`config.mk`:
```
export PLATFORM = sky130hd
export DESIGN_NAME = burst_wr_seq
export DESIGN_NICKNAME = d
export VERILOG_FILES = /design/src/rtl/burst_wr_seq_pkg.sv /design/src/rtl/bws_ctrl.sv /design/src/rtl/bws_word_buf.sv /design/src/rtl/bws_port_mux.sv /design/src/rtl/burst_wr_seq.sv
export SDC_FILE = /design/constraint.sdc
export NUM_CORES = 1
export LEC_CHECK = 0
export BUFFER_PORTS_ARGS = -buffer_cell sky130_fd_sc_hd__buf_2
export CELL_PAD_IN_SITES_DETAIL_PLACEMENT = 1
export CELL_PAD_IN_SITES_GLOBAL_PLACEMENT = 2
export CORE_UTILIZATION = 33
export CTS_BUF_LIST = sky130_fd_sc_hd__clkbuf_4 sky130_fd_sc_hd__clkbuf_8
export DETAILED_ROUTE_END_ITERATION = 8
export GPL_TIMING_DRIVEN = 0
export MAX_ROUTING_LAYER = met4
export PLACE_DENSITY_LB_ADDON = 0.2
export SETUP_SLACK_MARGIN = 0.3
export SLEW_MARGIN = 20
export SYNTH_ARGS = -nofsm -noshare
export SYNTH_HDL_FRONTEND = slang
export SYNTH_SLANG_ARGS = --single-unit
```
`constraint.sdc`:
```
create_clock -name clk -period 3.2 [get_ports clk]
set_input_delay 0.64 -clock clk [delete_from_list [all_inputs] [get_ports clk]]
set_output_delay 0.64 -clock clk [all_outputs]
set_load 0.02 [all_outputs]
```
`src/rtl/burst_wr_seq_pkg.sv`:
```
`timescale 1ns/1ps
package burst_wr_seq_pkg;
   typedef enum logic [2:0] {
      ST_IDLE    = 3'd0,
      ST_CMD     = 3'd1,
      ST_ADR_LO  = 3'd2,
      ST_ADR_FIN = 3'd3,
      ST_DATA    = 3'd4
   } bws_state_e;
endpackage

```
`src/rtl/bws_ctrl.sv`:
```
`timescale 1ns/1ps
module bws_ctrl
   import burst_wr_seq_pkg::*;
#(
   parameter int DATA_W    = 32,
   parameter int CMD_W     = 18,
   parameter int NARROW_EN = 1
) (
   input  logic              clk,
   input  logic              rst,
   input  logic              req_valid,
   input  logic [CMD_W-1:0]  req_cmd,
   input  logic [DATA_W-1:0] req_addr,
   input  logic              wide_mode,
   input  logic              data_done,
   output bws_state_e        state,
   output logic              req_ready,
   output logic              hdr_fire,
   output logic              wide_q,
   output logic [CMD_W-1:0]  cmd_q,
   output logic [DATA_W-1:0] addr_q
);
   bws_state_e nxt;

   assign req_ready = (state == ST_IDLE);
   assign hdr_fire  = req_valid && req_ready;

   always_comb begin
      nxt = state;
      unique case (state)
         ST_IDLE:    if (req_valid) nxt = ST_CMD;
         ST_CMD:     nxt = wide_q ? ST_ADR_FIN : ST_ADR_LO;
         ST_ADR_LO:  nxt = ST_ADR_FIN;
         ST_ADR_FIN: nxt = ST_DATA;
         ST_DATA:    if (data_done) nxt = ST_IDLE;
         default:    nxt = ST_IDLE;
      endcase
   end

   always_ff @(posedge clk) begin
      if (rst) begin
         state  <= ST_IDLE;
         cmd_q  <= '0;
         addr_q <= '0;
      end else begin
         state <= nxt;
         if (hdr_fire) begin
            cmd_q  <= req_cmd;
            addr_q <= req_addr;
         end
      end
   end

   generate
      if (NARROW_EN != 0) begin : g_mode_reg
         always_ff @(posedge clk) begin
            if (rst)           wide_q <= 1'b1;
            else if (hdr_fire) wide_q <= wide_mode;
         end
      end else begin : g_mode_fixed
         logic unused_mode;
         assign unused_mode = wide_mode;
         assign wide_q      = 1'b1;
      end
   endgenerate
endmodule

```
`src/rtl/bws_word_buf.sv`:
```
`timescale 1ns/1ps
module bws_word_buf #(
   parameter int DATA_W = 32,
   parameter int LEN_W  = 8
) (
   input  logic              clk,
   input  logic              rst,
   input  logic              in_data,
   input  logic              hdr_fire,
   input  logic [LEN_W-1:0]  len_m1,
   input  logic              wide_q,
   input  logic              fifo_full,
   input  logic              wd_valid,
   input  logic [DATA_W-1:0] wd_data,
   output logic              wd_ready,
   output logic              data_en,
   output logic [DATA_W-1:0] word_q,
   output logic              half_q,
   output logic              last_word_q,
   output logic              data_done
);
   localparam int CNT_W = LEN_W + 1;

   logic [CNT_W-1:0] rem_q;
   logic             have_q;
   logic             finish;
   logic             take;

   assign data_en   = in_data && have_q && !fifo_full;
   assign finish    = data_en && (wide_q || half_q);
   assign data_done = finish && last_word_q;
   assign wd_ready  = in_data && (rem_q != '0) && (!have_q || finish);
   assign take      = wd_ready && wd_valid;

   always_ff @(posedge clk) begin
      if (rst) begin
         rem_q       <= '0;
         have_q      <= 1'b0;
         half_q      <= 1'b0;
         last_word_q <= 1'b0;
         word_q      <= '0;
      end else if (hdr_fire) begin
         rem_q       <= {1'b0, len_m1} + CNT_W'(1);
         have_q      <= 1'b0;
         half_q      <= 1'b0;
         last_word_q <= 1'b0;
      end else if (take) begin
         word_q      <= wd_data;
         have_q      <= 1'b1;
         half_q      <= 1'b0;
         last_word_q <= (rem_q == CNT_W'(1));
         rem_q       <= rem_q - CNT_W'(1);
      end else if (finish) begin
         have_q <= 1'b0;
         half_q <= 1'b0;
      end else if (data_en) begin
         half_q <= 1'b1;
      end
   end
endmodule

```
`src/rtl/bws_port_mux.sv`:
```
`timescale 1ns/1ps
module bws_port_mux
   import burst_wr_seq_pkg::*;
#(
   parameter int DATA_W    = 32,
   parameter int CMD_W     = 18,
   parameter int NARROW_EN = 1
) (
   input  bws_state_e        state,
   input  logic              wide_q,
   input  logic              half_q,
   input  logic              data_en,
   input  logic              last_word_q,
   input  logic [CMD_W-1:0]  cmd_q,
   input  logic [DATA_W-1:0] addr_q,
   input  logic [DATA_W-1:0] word_q,
   output logic              addr_en,
   output logic              last_cyc,
   output logic [DATA_W-1:0] port_data
);
   localparam int HALF_W = DATA_W / 2;
   localparam int PAD_W  = DATA_W - CMD_W;

   assign addr_en = (state == ST_CMD) || (state == ST_ADR_LO) || (state == ST_ADR_FIN);

   generate
      if (NARROW_EN != 0) begin : g_dual
         always_comb begin
            port_data = '0;
            last_cyc  = 1'b0;
            unique case (state)
               ST_CMD:    port_data = {{PAD_W{1'b0}}, cmd_q};
               ST_ADR_LO: port_data = {{HALF_W{1'b0}}, addr_q[HALF_W-1:0]};
               ST_ADR_FIN: begin
                  last_cyc  = 1'b1;
                  port_data = wide_q ? addr_q : {{HALF_W{1'b0}}, addr_q[DATA_W-1:HALF_W]};
               end
               ST_DATA: begin
                  if (data_en) begin
                     last_cyc = last_word_q && (wide_q || half_q);
                     if (wide_q)      port_data = word_q;
                     else if (half_q) port_data = {{HALF_W{1'b0}}, word_q[DATA_W-1:HALF_W]};
                     else             port_data = {{HALF_W{1'b0}}, word_q[HALF_W-1:0]};
                  end
               end
               default: ;
            endcase
         end
      end else begin : g_wide
         logic unused_bits;
         assign unused_bits = wide_q ^ half_q;
         always_comb begin
            port_data = '0;
            last_cyc  = 1'b0;
            unique case (state)
               ST_CMD: port_data = {{PAD_W{1'b0}}, cmd_q};
               ST_ADR_FIN: begin
                  last_cyc  = 1'b1;
                  port_data = addr_q;
               end
               ST_DATA: begin
                  if (data_en) begin
                     last_cyc  = last_word_q;
                     port_data = word_q;
                  end
               end
               default: ;
            endcase
         end
      end
   endgenerate
endmodule

```
`src/rtl/burst_wr_seq.sv`:
```
`timescale 1ns/1ps
module burst_wr_seq
   import burst_wr_seq_pkg::*;
#(
   parameter int DATA_W    = 32,
   parameter int CMD_W     = 18,
   parameter int LEN_W     = 8,
   parameter int NARROW_EN = 1
) (
   input  logic              clk,
   input  logic              rst,
   input  logic              wide_mode,
   input  logic              req_valid,
   output logic              req_ready,
   input  logic [CMD_W-1:0]  req_cmd,
   input  logic [DATA_W-1:0] req_addr,
   input  logic [LEN_W-1:0]  req_len_m1,
   input  logic              wd_valid,
   output logic              wd_ready,
   input  logic [DATA_W-1:0] wd_data,
   input  logic              fifo_full,
   output logic              addr_en,
   output logic              data_en,
   output logic              last_cyc,
   output logic [DATA_W-1:0] port_data,
   output logic              busy
);
   generate
      if (DATA_W % 2 != 0) begin : g_bad_width
         $error("burst_wr_seq: DATA_W must be even");
      end
      if (CMD_W < 1 || CMD_W >= DATA_W) begin : g_bad_cmd
         $error("burst_wr_seq: CMD_W must be in 1..DATA_W-1");
      end
      if (LEN_W < 1 || LEN_W > 16) begin : g_bad_len
         $error("burst_wr_seq: LEN_W must be in 1..16");
      end
   endgenerate

   bws_state_e        state;
   logic              hdr_fire;
   logic              wide_q;
   logic [CMD_W-1:0]  cmd_q;
   logic [DATA_W-1:0] addr_q;
   logic [DATA_W-1:0] word_q;
   logic              half_q;
   logic              last_word_q;
   logic              data_done;
   logic              in_data;

   assign in_data = (state == ST_DATA);
   assign busy    = (state != ST_IDLE);

   bws_ctrl #(.DATA_W(DATA_W), .CMD_W(CMD_W), .NARROW_EN(NARROW_EN)) i_ctrl (
      .clk       (clk),
      .rst       (rst),
      .req_valid (req_valid),
      .req_cmd   (req_cmd),
      .req_addr  (req_addr),
      .wide_mode (wide_mode),
      .data_done (data_done),
      .state     (state),
      .req_ready (req_ready),
      .hdr_fire  (hdr_fire),
      .wide_q    (wide_q),
      .cmd_q     (cmd_q),
      .addr_q    (addr_q)
   );

   bws_word_buf #(.DATA_W(DATA_W), .LEN_W(LEN_W)) i_buf (
      .clk         (clk),
      .rst         (rst),
      .in_data     (in_data),
      .hdr_fire    (hdr_fire),
      .len_m1      (req_len_m1),
      .wide_q      (wide_q),
      .fifo_full   (fifo_full),
      .wd_valid    (wd_valid),
      .wd_data     (wd_data),
      .wd_ready    (wd_ready),
      .data_en     (data_en),
      .word_q      (word_q),
      .half_q      (half_q),
      .last_word_q (last_word_q),
      .data_done   (data_done)
   );

   bws_port_mux #(.DATA_W(DATA_W), .CMD_W(CMD_W), .NARROW_EN(NARROW_EN)) i_mux (
      .state       (state),
      .wide_q      (wide_q),
      .half_q      (half_q),
      .data_en     (data_en),
      .last_word_q (last_word_q),
      .cmd_q       (cmd_q),
      .addr_q      (addr_q),
      .word_q      (word_q),
      .addr_en     (addr_en),
      .last_cyc    (last_cyc),
      .port_data   (port_data)
   );
endmodule

```
# ---- Word level (Yosys, flattened, before mapping)
# Cells that the tools add are included.
dict set report word_totals {
  n_memories 0
  mem_bits_rw 0
  rom_bits 0
  latchBits 0
  regBits 98
  out_inout_bits 38
}
dict set report op_classes {
  n_bitwise 1
  reduce_logical 24
  n_mux 15
  n_eq_ne 7
  magnitude_cmp 0
  n_shift 0
  div_mod_pow 0
  addsub 2
  n_mul 0
}
# op n
set op_table {}
lappend op_table {{one-hot mux 32 bit (4 select lines)} 1}
lappend op_table {{two-way mux 32 bit} 3}
lappend op_table {{two-way mux 9 bit} 2}
lappend op_table {{two-way mux 16 bit} 1}
lappend op_table {{one-hot mux 3 bit (5 select lines)} 1}
lappend op_table {{adder 8 x 1 -> 9 bit, second input constant} 1}
lappend op_table {{== test 9 x 1 -> 1 bit, second input constant} 1}
lappend op_table {{logical AND 1 bit} 9}
lappend op_table {{nonzero test 9 bit} 1}
lappend op_table {{subtractor 9 x 1 -> 9 bit, second input constant} 1}
lappend op_table {{== test 3 x 2 -> 1 bit, second input constant} 2}
lappend op_table {{two-way mux 3 bit} 2}
lappend op_table {{logical OR 1 bit} 4}
lappend op_table {{two-way mux 1 bit} 4}
lappend op_table {{inequality test 2 bit, second input constant} 2}
lappend op_table {{AND reduction 2 bit} 2}
lappend op_table {{nonzero test 2 bit} 2}
lappend op_table {{OR reduction 4 bit} 1}
lappend op_table {{== test 3 x 1 -> 1 bit, second input constant} 1}
lappend op_table {{== test 3 bit, second input constant} 1}
lappend op_table {{zero test 3 bit} 1}
lappend op_table {{nonzero test 3 bit} 1}
lappend op_table {{zero test 1 bit} 2}
lappend op_table {{one-hot mux 1 bit (2 select lines)} 1}
lappend op_table {{2 further kinds} 2}

# ---- Depth between registers and ports, before layout
# Gate-level depths: netlist of run 1.
dict set report logic_depth {
  ltp_word 9
  depth_mapped 8
  depth_no_buf 6
}

# ---- Modules after synthesis
# A second synthesis of run 1 with hierarchy kept.
dict set report unflattened {
  cells_unflattened 638
  hier_area_um2 5572.8
}
# mod area_each_um2 cells_each instances
set modules_own_cells {}
lappend modules_own_cells {bws_ctrl 2487.4 237 1}
lappend modules_own_cells {bws_word_buf 2114.5 263 1}
lappend modules_own_cells {bws_port_mux 957.2 136 1}
lappend modules_own_cells {burst_wr_seq 13.8 2 1}

# ---- Worst setup path after synthesis of run 1
# No wires, ideal clock.
dict set report synth_path {
  kind {register -> output}
  startpoint {register i_ctrl.state[2]}
  endpoint {output port_data[18]}
  stages_incl_launch_ff 9
  t_required_ns 2.560
  t_arrival_ns 1.959
  setup_slack_ns 0.601
  path_cell_list {dfxtp_1 > buf_4 > or3b_1 > or3_1 > buf_6 > clkinv_8 > buf_2 > a22oi_1 > nor2_1}
}
dict set report synth_via {
  elab_chain_cells 5
}
# element line_no
set synth_rtl {}
lappend synth_rtl {{from (decl)} bws_ctrl.sv:16} ;# output bws_state_e state,
lappend synth_rtl {{from (signal assigned)} bws_ctrl.sv:46} ;# state <= nxt;
lappend synth_rtl {{== test 3 bit} burst_wr_seq.sv:51} ;# assign in_data = (state == ST_DATA);
lappend synth_rtl {{logical AND 1 bit (2 in series)} bws_word_buf.sv:29} ;# assign data_en = in_data && have_q && !fifo_full;
lappend synth_rtl {{net data_en} burst_wr_seq.sv:23} ;# output logic data_en,
lappend synth_rtl {{two-way mux 32 bit} bws_port_mux.sv:39} ;# if (data_en) begin
lappend synth_rtl {{one-hot mux 32 bit (4 select lines)} bws_port_mux.sv:31} ;# unique case (state)
lappend synth_rtl {{to (decl)} burst_wr_seq.sv:25} ;# output logic [DATA_W-1:0] port_data,
# The timed path passes the listed nets, and every way through them passes these cells.

# ---- Worst setup path in the final report of run 1
dict set report layout_path {
  startpoint {register i_ctrl.state[2]}
  endpoint {output port_data[23]}
}
dict set report layout_via {
  elab_chain_cells 5
}
# element line_no
set layout_rtl {}
lappend layout_rtl {{== test 3 bit} {bws_port_mux.sv:31, burst_wr_seq.sv:51}}
lappend layout_rtl {{logical AND 1 bit (2 in series)} bws_word_buf.sv:29}
lappend layout_rtl {{two-way mux 32 bit} bws_port_mux.sv:39}
lappend layout_rtl {{one-hot mux 32 bit (4 select lines) (*)} bws_port_mux.sv:31}
# Every way passes the cells marked *; elsewhere a longest branch is shown, timed or not.

==> results of run 1 <==
-- sequential cells by signal, indices dropped and copies added, names as in the netlist --
signal / flops
i_ctrl.addr_q: 32
i_ctrl.cmd_q: 18
i_buf.rem_q: 9
i_buf.last_word_q: 1
i_ctrl.wide_q: 1
i_buf.have_q: 1
i_ctrl.state: 3
i_buf.half_q: 1
i_buf.word_q: 32
-- where the power goes --
group / switching (uW) / total (uW) / internal (uW)
Clock: 458 / 785 / 328
Sequential: 115 / 1450 / 1330
Combinational: 741 / 1140 / 398
-- worst min-delay path, cell delays in order, from the launching register on --
cell and delay (ps):
dfxtp_1 320, nand2_1 50, a21oi_1 50
-- worst min path at each step --
stage / end / depth (start not counted) / start
floorplan: i_ctrl.addr_q[14] / 2 / i_ctrl.addr_q[14]
global placement: i_ctrl.cmd_q[0] / 2 / i_ctrl.cmd_q[0]
detailed placement: i_ctrl.addr_q[14] / 2 / i_ctrl.addr_q[14]
CTS: i_ctrl.wide_q / 3 / wide_mode
global route: i_ctrl.wide_q / 3 / wide_mode
finish: i_ctrl.addr_q[14] / 2 / i_ctrl.addr_q[14]
-- cells in the mapped netlist (all sizes together), types with 2 or more instances --
cell type,number,area (um^2)
buf,18,92.6
o31a,2,17.5
nand3,40,200
o211a,2,20.0
clkbuf,38,143
ha,4,50.1
mux2i,25,250
nor2b,2,12.5
a32oi,2,17.5
o221ai,8,70.1
and4,2,17.5
xnor2,3,26.3
and3,5,31.3
o21ai,41,205
nor4b,3,32.5
nand4,7,43.8
nand3b,4,30.0
a22oi,22,165
a311o,3,30.0
nor4,3,25.0
and2,2,12.5
o22ai,9,56.3
nand2,116,435
or3,2,12.5
o311a,2,20.0
xor2,2,17.5
nor3,9,45.0
inv,7,26.3
nand2b,2,12.5
dfxtp,98,1960
a211oi,3,22.5
a21oi,88,440
mux2,6,67.6
nor2,26,97.6
a2111oi,2,36.3
-- final cells by class --
cell class / count / area share, %
inverters: 8 / 0.650
clock buffers: 11 / 2.31
multi-input cells: 460 / 44.4
flip-flops and latches: 98 / 30.0
plain buffers: 56 / 4.49
clock inverters: 5 / 0.573
well taps: 184 / 3.52
repair buffers: 145 / 14.1
-- timing repair --
item / CTS / global route
cloned: 1 / 0
hold buffers: 0 / 0
buffers inserted: 8 / 4
endpoints found under the setup margin: 33 / 34
resized for setup: 61 / 68
pin swaps: 4 / 17
-- layer usage --
metal  vias up  track usage (%)  wire (um)
met4         0             6.02        229
met5         -                -          0
met1      2552             34.2       8490
met2       144             43.8       9520
met3        15             4.89       1020
li1       2548                -          -
-- cell families (layout without fill, tap and decap cells) --
logic type	count (synthesis)	in the layout	synth area share, %
AOI/OAI and AO/OA	192	192	24.0
xor gates and xnor gates	5	5	0.898
muxes	31	31	6.52
DFF	98	98	40.2
and+or+nand+nor	228	228	21.6
buffers and inverters	64	225	5.70
adders and majority gates	4	4	1.03
-- metrics by stage --
step	instances	total power, uW	hold WS [ps]
after global placement	938	2440	446
after detailed placement	938	2470	454
after CTS	963	3310	454
final	967	3370	464
after global routing	967	3570	464
after floorplan	622	2080	434
==> reports/metrics.yaml, run 1 <==
via_count: 5259
path_clk_slew_ps: 100
post-route-min-period_ps: 2940
reg2reg_depth: 5
slew_headroom_pct: 36.8
synthDistinctLibCells: 56
syn_area_mm2: 0.00488
worst_path_most_repeated_cell: "buf_8"
cp.arrival_ps: 2300
placed_cell_area_mm2: 0.00577
avgRoutedWirePerCell_um: 19.9
first_pass_iters: 5
clockBufferDepth: 2
synthToLayoutAreaGrowth_pct: 34.3
timing.rr.start: "i_ctrl.state[0]"
final-seq-area_mm2: 0.00197
via_per_inst: 5.44
finalCritPeriodShare_pct: 91.8
cts_tree: "done"
portBuffers: 132
antenna_found_initial: 0
outcome: "complete, no violations"
first_iter_violations: 316
async_reset_ff_share_pct: 0
diodes: 0
cp_max_fo: 6
clock-root-buffer: "clkbuf_8"
critical_path_class: "register to output port"
powerDensity_mw_per_mm2: 515
grt_usage_pct: 26.8
h-tree-depth: 3
n_fill_cell: 1782
maxCapViolCount: 0
fmax_mhz: 340
drt_drc_violations_left: 0
dieArea_mm2: 0.0153
grt_pass1_vias: 5273
row_count: 44
avgSynthCellArea_um2: 7.84
final_common_cell: "nand2_1"
syn_nets: 722
die_h_um: 124
path_depth: 9
initial_core_util_pct: 33.7
ios: 134
worst_slew_pin_slew_ps: 947
skew_ps: 12.4
hold_path.class: "register to register"
cp-start-kind: "register"
r2r_setup_slack_ps: 860
grt_max_degree: 17
startpoint: "i_ctrl.state[2]"
slew_viol_final: 0
crit_slowest_cell: "or3_4"
pre_cts_slack_ps: 304
crit_path_end_kind: "output port"
hold_viol: 0
critPathMaxStageDelay_ps: 380
setup_viol: 0
grt_pass1_wl_um: 29200
rsz0062_at_grt: "true"
cts_sinks: 98
fin_ws_ps: 261
postRouteAntennaNets: 0
critPathTopFamily: "simple AND/OR/NAND/NOR gates"
cp-endpoint: "port_data[23]"
mostFrequentLayoutCells: "116 x nand2_1, 108 x buf_2, 95 x dfxtp_1"
crit_chain: "buf_6, or3b_4, or3_4, buf_8, clkinv_8, buf_8, a22oi_2, nor2_1, buf_4"
layout-drive-gt1-share_pct: 30.1
vdd_drop_max_mv: 0.290
final_nets: 878
synth_seq_area_share_pct: 40.2
power.leakage_uw: 0.00239
globalplace.congestion: 0.928
synth-seq-cells: 98
insertion_delay_ps: 390
drt-total-wl_um: 19300
numCtsBuffers: 9
post-dp-hpwl_um: 14900
multiInputGateArea_mm2: 0.00291
worstReg2RegEnd: "i_buf.rem_q[4]"
finish.utilization_pct: 45.2
postSynthCellCount: 622
synth_edf_count: 0
ys_warn_count: 0
fp.dieW_um: 124
stdcell_area_mm2: 0.00655
core_area_mm2: 0.0145
synth_flop_cell: "dfxtp_1"
fin_setup_tns_ps: 0
required_ps: 2560
crit_buf_inv: 5
grt-ovfl-total: 0
No activity file was read; power rests on OpenSTA's default activity.
==> run 2: changes to the inputs <==
--- a/config.mk
+++ b/config.mk
@@ -14,6 +14,7 @@
 export GPL_TIMING_DRIVEN = 0
 export MAX_ROUTING_LAYER = met4
 export PLACE_DENSITY_LB_ADDON = 0.2
+export RECOVER_POWER = 50
 export SETUP_SLACK_MARGIN = 0.3
 export SLEW_MARGIN = 20
 export SYNTH_ARGS = -nofsm -noshare
==> run 2 against run 1 <==
Against the previous run:
- register-to-register slack lost 290 ps
- flip-flop and latch count is the same
- total power shrank 0.22%
- worst setup slack lost 12 ps
- non-clock buffer count is the same
- fmax shrank 0.41%
==> reports/metrics.yaml, run 2 (synthesis gave the netlist of run 1 again) <==
outcome: "complete, no violations"
clockBufferDepth: 2
slew_viol_final: 0
path_clk_slew_ps: 100
via_count: 5269
grt_pass1_wl_um: 29200
synthToLayoutAreaGrowth_pct: 33.6
worst_slew_pin_slew_ps: 1250
maxCapViolCount: 0
grt_usage_pct: 26.8
finish.utilization_pct: 45.0
first_iter_violations: 302
globalplace.congestion: 0.928
clock-root-buffer: "clkbuf_8"
dieArea_mm2: 0.0153
slew_headroom_pct: 16.0
rsz0062_at_grt: "true"
insertion_delay_ps: 390
post-dp-hpwl_um: 14900
hold_path.class: "register to register"
numCtsBuffers: 9
avgRoutedWirePerCell_um: 19.9
cts_sinks: 98
pre_cts_slack_ps: 304
mostFrequentLayoutCells: "116 x nand2_1, 102 x buf_2, 96 x dfxtp_1"
vdd_drop_max_mv: 0.282
power.leakage_uw: 0.00237
finalCritPeriodShare_pct: 92.2
core_area_mm2: 0.0145
powerDensity_mw_per_mm2: 516
layout-drive-gt1-share_pct: 28.9
portBuffers: 132
cp-start-kind: "register"
postRouteAntennaNets: 0
placed_cell_area_mm2: 0.00577
crit_buf_inv: 5
fin_ws_ps: 249
hold_viol: 0
drt_drc_violations_left: 0
cts_tree: "done"
drt-total-wl_um: 19300
grt_max_degree: 17
via_per_inst: 5.45
fin_setup_tns_ps: 0
cp.arrival_ps: 2310
row_count: 44
required_ps: 2560
ios: 134
n_fill_cell: 1784
crit_slowest_cell: "clkbuf_1"
final_nets: 878
crit_path_end_kind: "output port"
critical_path_class: "register to output port"
critPathMaxStageDelay_ps: 710
antenna_found_initial: 0
fmax_mhz: 339
stdcell_area_mm2: 0.00652
fp.dieW_um: 124
cp_max_fo: 10
reg_top3: "i_buf.word_q: 32 flops, i_ctrl.addr_q: 32 flops, i_ctrl.cmd_q: 18 flops"
initial_core_util_pct: 33.7
die_h_um: 124
skew_ps: 10.4
post-route-min-period_ps: 2950
crit_chain: "buf_6, clkbuf_1, buf_4, clkbuf_1, o22ai_2, buf_6"
critPathTopFamily: "buffers and inverters"
grt-ovfl-total: 0
first_pass_iters: 5
diodes: 0
final_common_cell: "nand2_1"
setup_viol: 0
h-tree-depth: 3
grt_pass1_vias: 5273
-- run 2: cell types whose count changed in the layout (fill, tap and decap cells not counted), sizes merged --
cell    previous run  this run
buf              165       158
clkbuf            47        54
-- run 2: stage by stage --
stage	total power, uW	cells	hold slack, ps
finish	3360	967	463
global route	3550	967	464
CTS	3310	963	454
detailed placement	2470	938	454
global placement	2440	938	446
floorplan	2080	622	434
-- run 2: path summary, 6_finish.rpt --
check	from	endpoint	slack [ps]	cells past startpoint
max	i_ctrl.state[2]	port_data[6]	250	6
min	i_ctrl.addr_q[14]	i_ctrl.addr_q[14]	460	2
max reg2reg	i_ctrl.state[0]	i_ctrl.addr_q[14]	570	6
min reg2reg	i_ctrl.addr_q[14]	i_ctrl.addr_q[14]	460	2
-- run 2: cell type report --
cell class | count | area, um^2 | area share (%)
Sequential cell | 98 | 1960 | 30.1
Buffer | 56 | 288 | 4.42
Timing Repair Buffer | 145 | 916 | 14.1
Clock inverter | 5 | 37.5 | 0.576
Inverter | 8 | 42.5 | 0.653
Clock buffer | 11 | 151 | 2.32
Multi-Input combinational cell | 460 | 2890 | 44.3
Tap cell | 184 | 230 | 3.53
-- run 2: report_power, final --
part	switching [uW]	leakage, uW	internal, uW
combinational	737	0.00148	390
clock	461	0.0000919	328
sequential	115	0.000800	1330
-- run 2: per-layer routing --
| layer | wire [um] | GRT usage, % | share of wire (%) | vias up |
|---|---|---|---|---|
| met1 | 8520 | 34.2 | 44 | 2555 |
| met3 | 1030 | 4.89 | 5.3 | 13 |
| met2 | 9510 | 43.8 | 49 | 150 |
| met4 | 223 | 6.02 | 1.2 | 0 |
| met5 | 0 | - | 0 | - |
| li1 | - | - | - | 2551 |
-- run 2: timing repair --
| action | 4_1_cts | 5_1_grt |
|---|---|---|
| setup buffers | 8 | 4 |
| hold buffers | 0 | 0 |
| pin swaps | 4 | 17 |
| gates cloned | 1 | 0 |
| setup endpoints to repair | 33 | 34 |
| gates resized for setup | 61 | 68 |
-- run 2: worst register-to-register path: stages (launching register included) --
cell      delay (ps)
dfxtp_1          370
buf_2            200
nor4b_2          750
clkbuf_1         500
clkbuf_1         450
nand2_1          160
a21oi_1          140
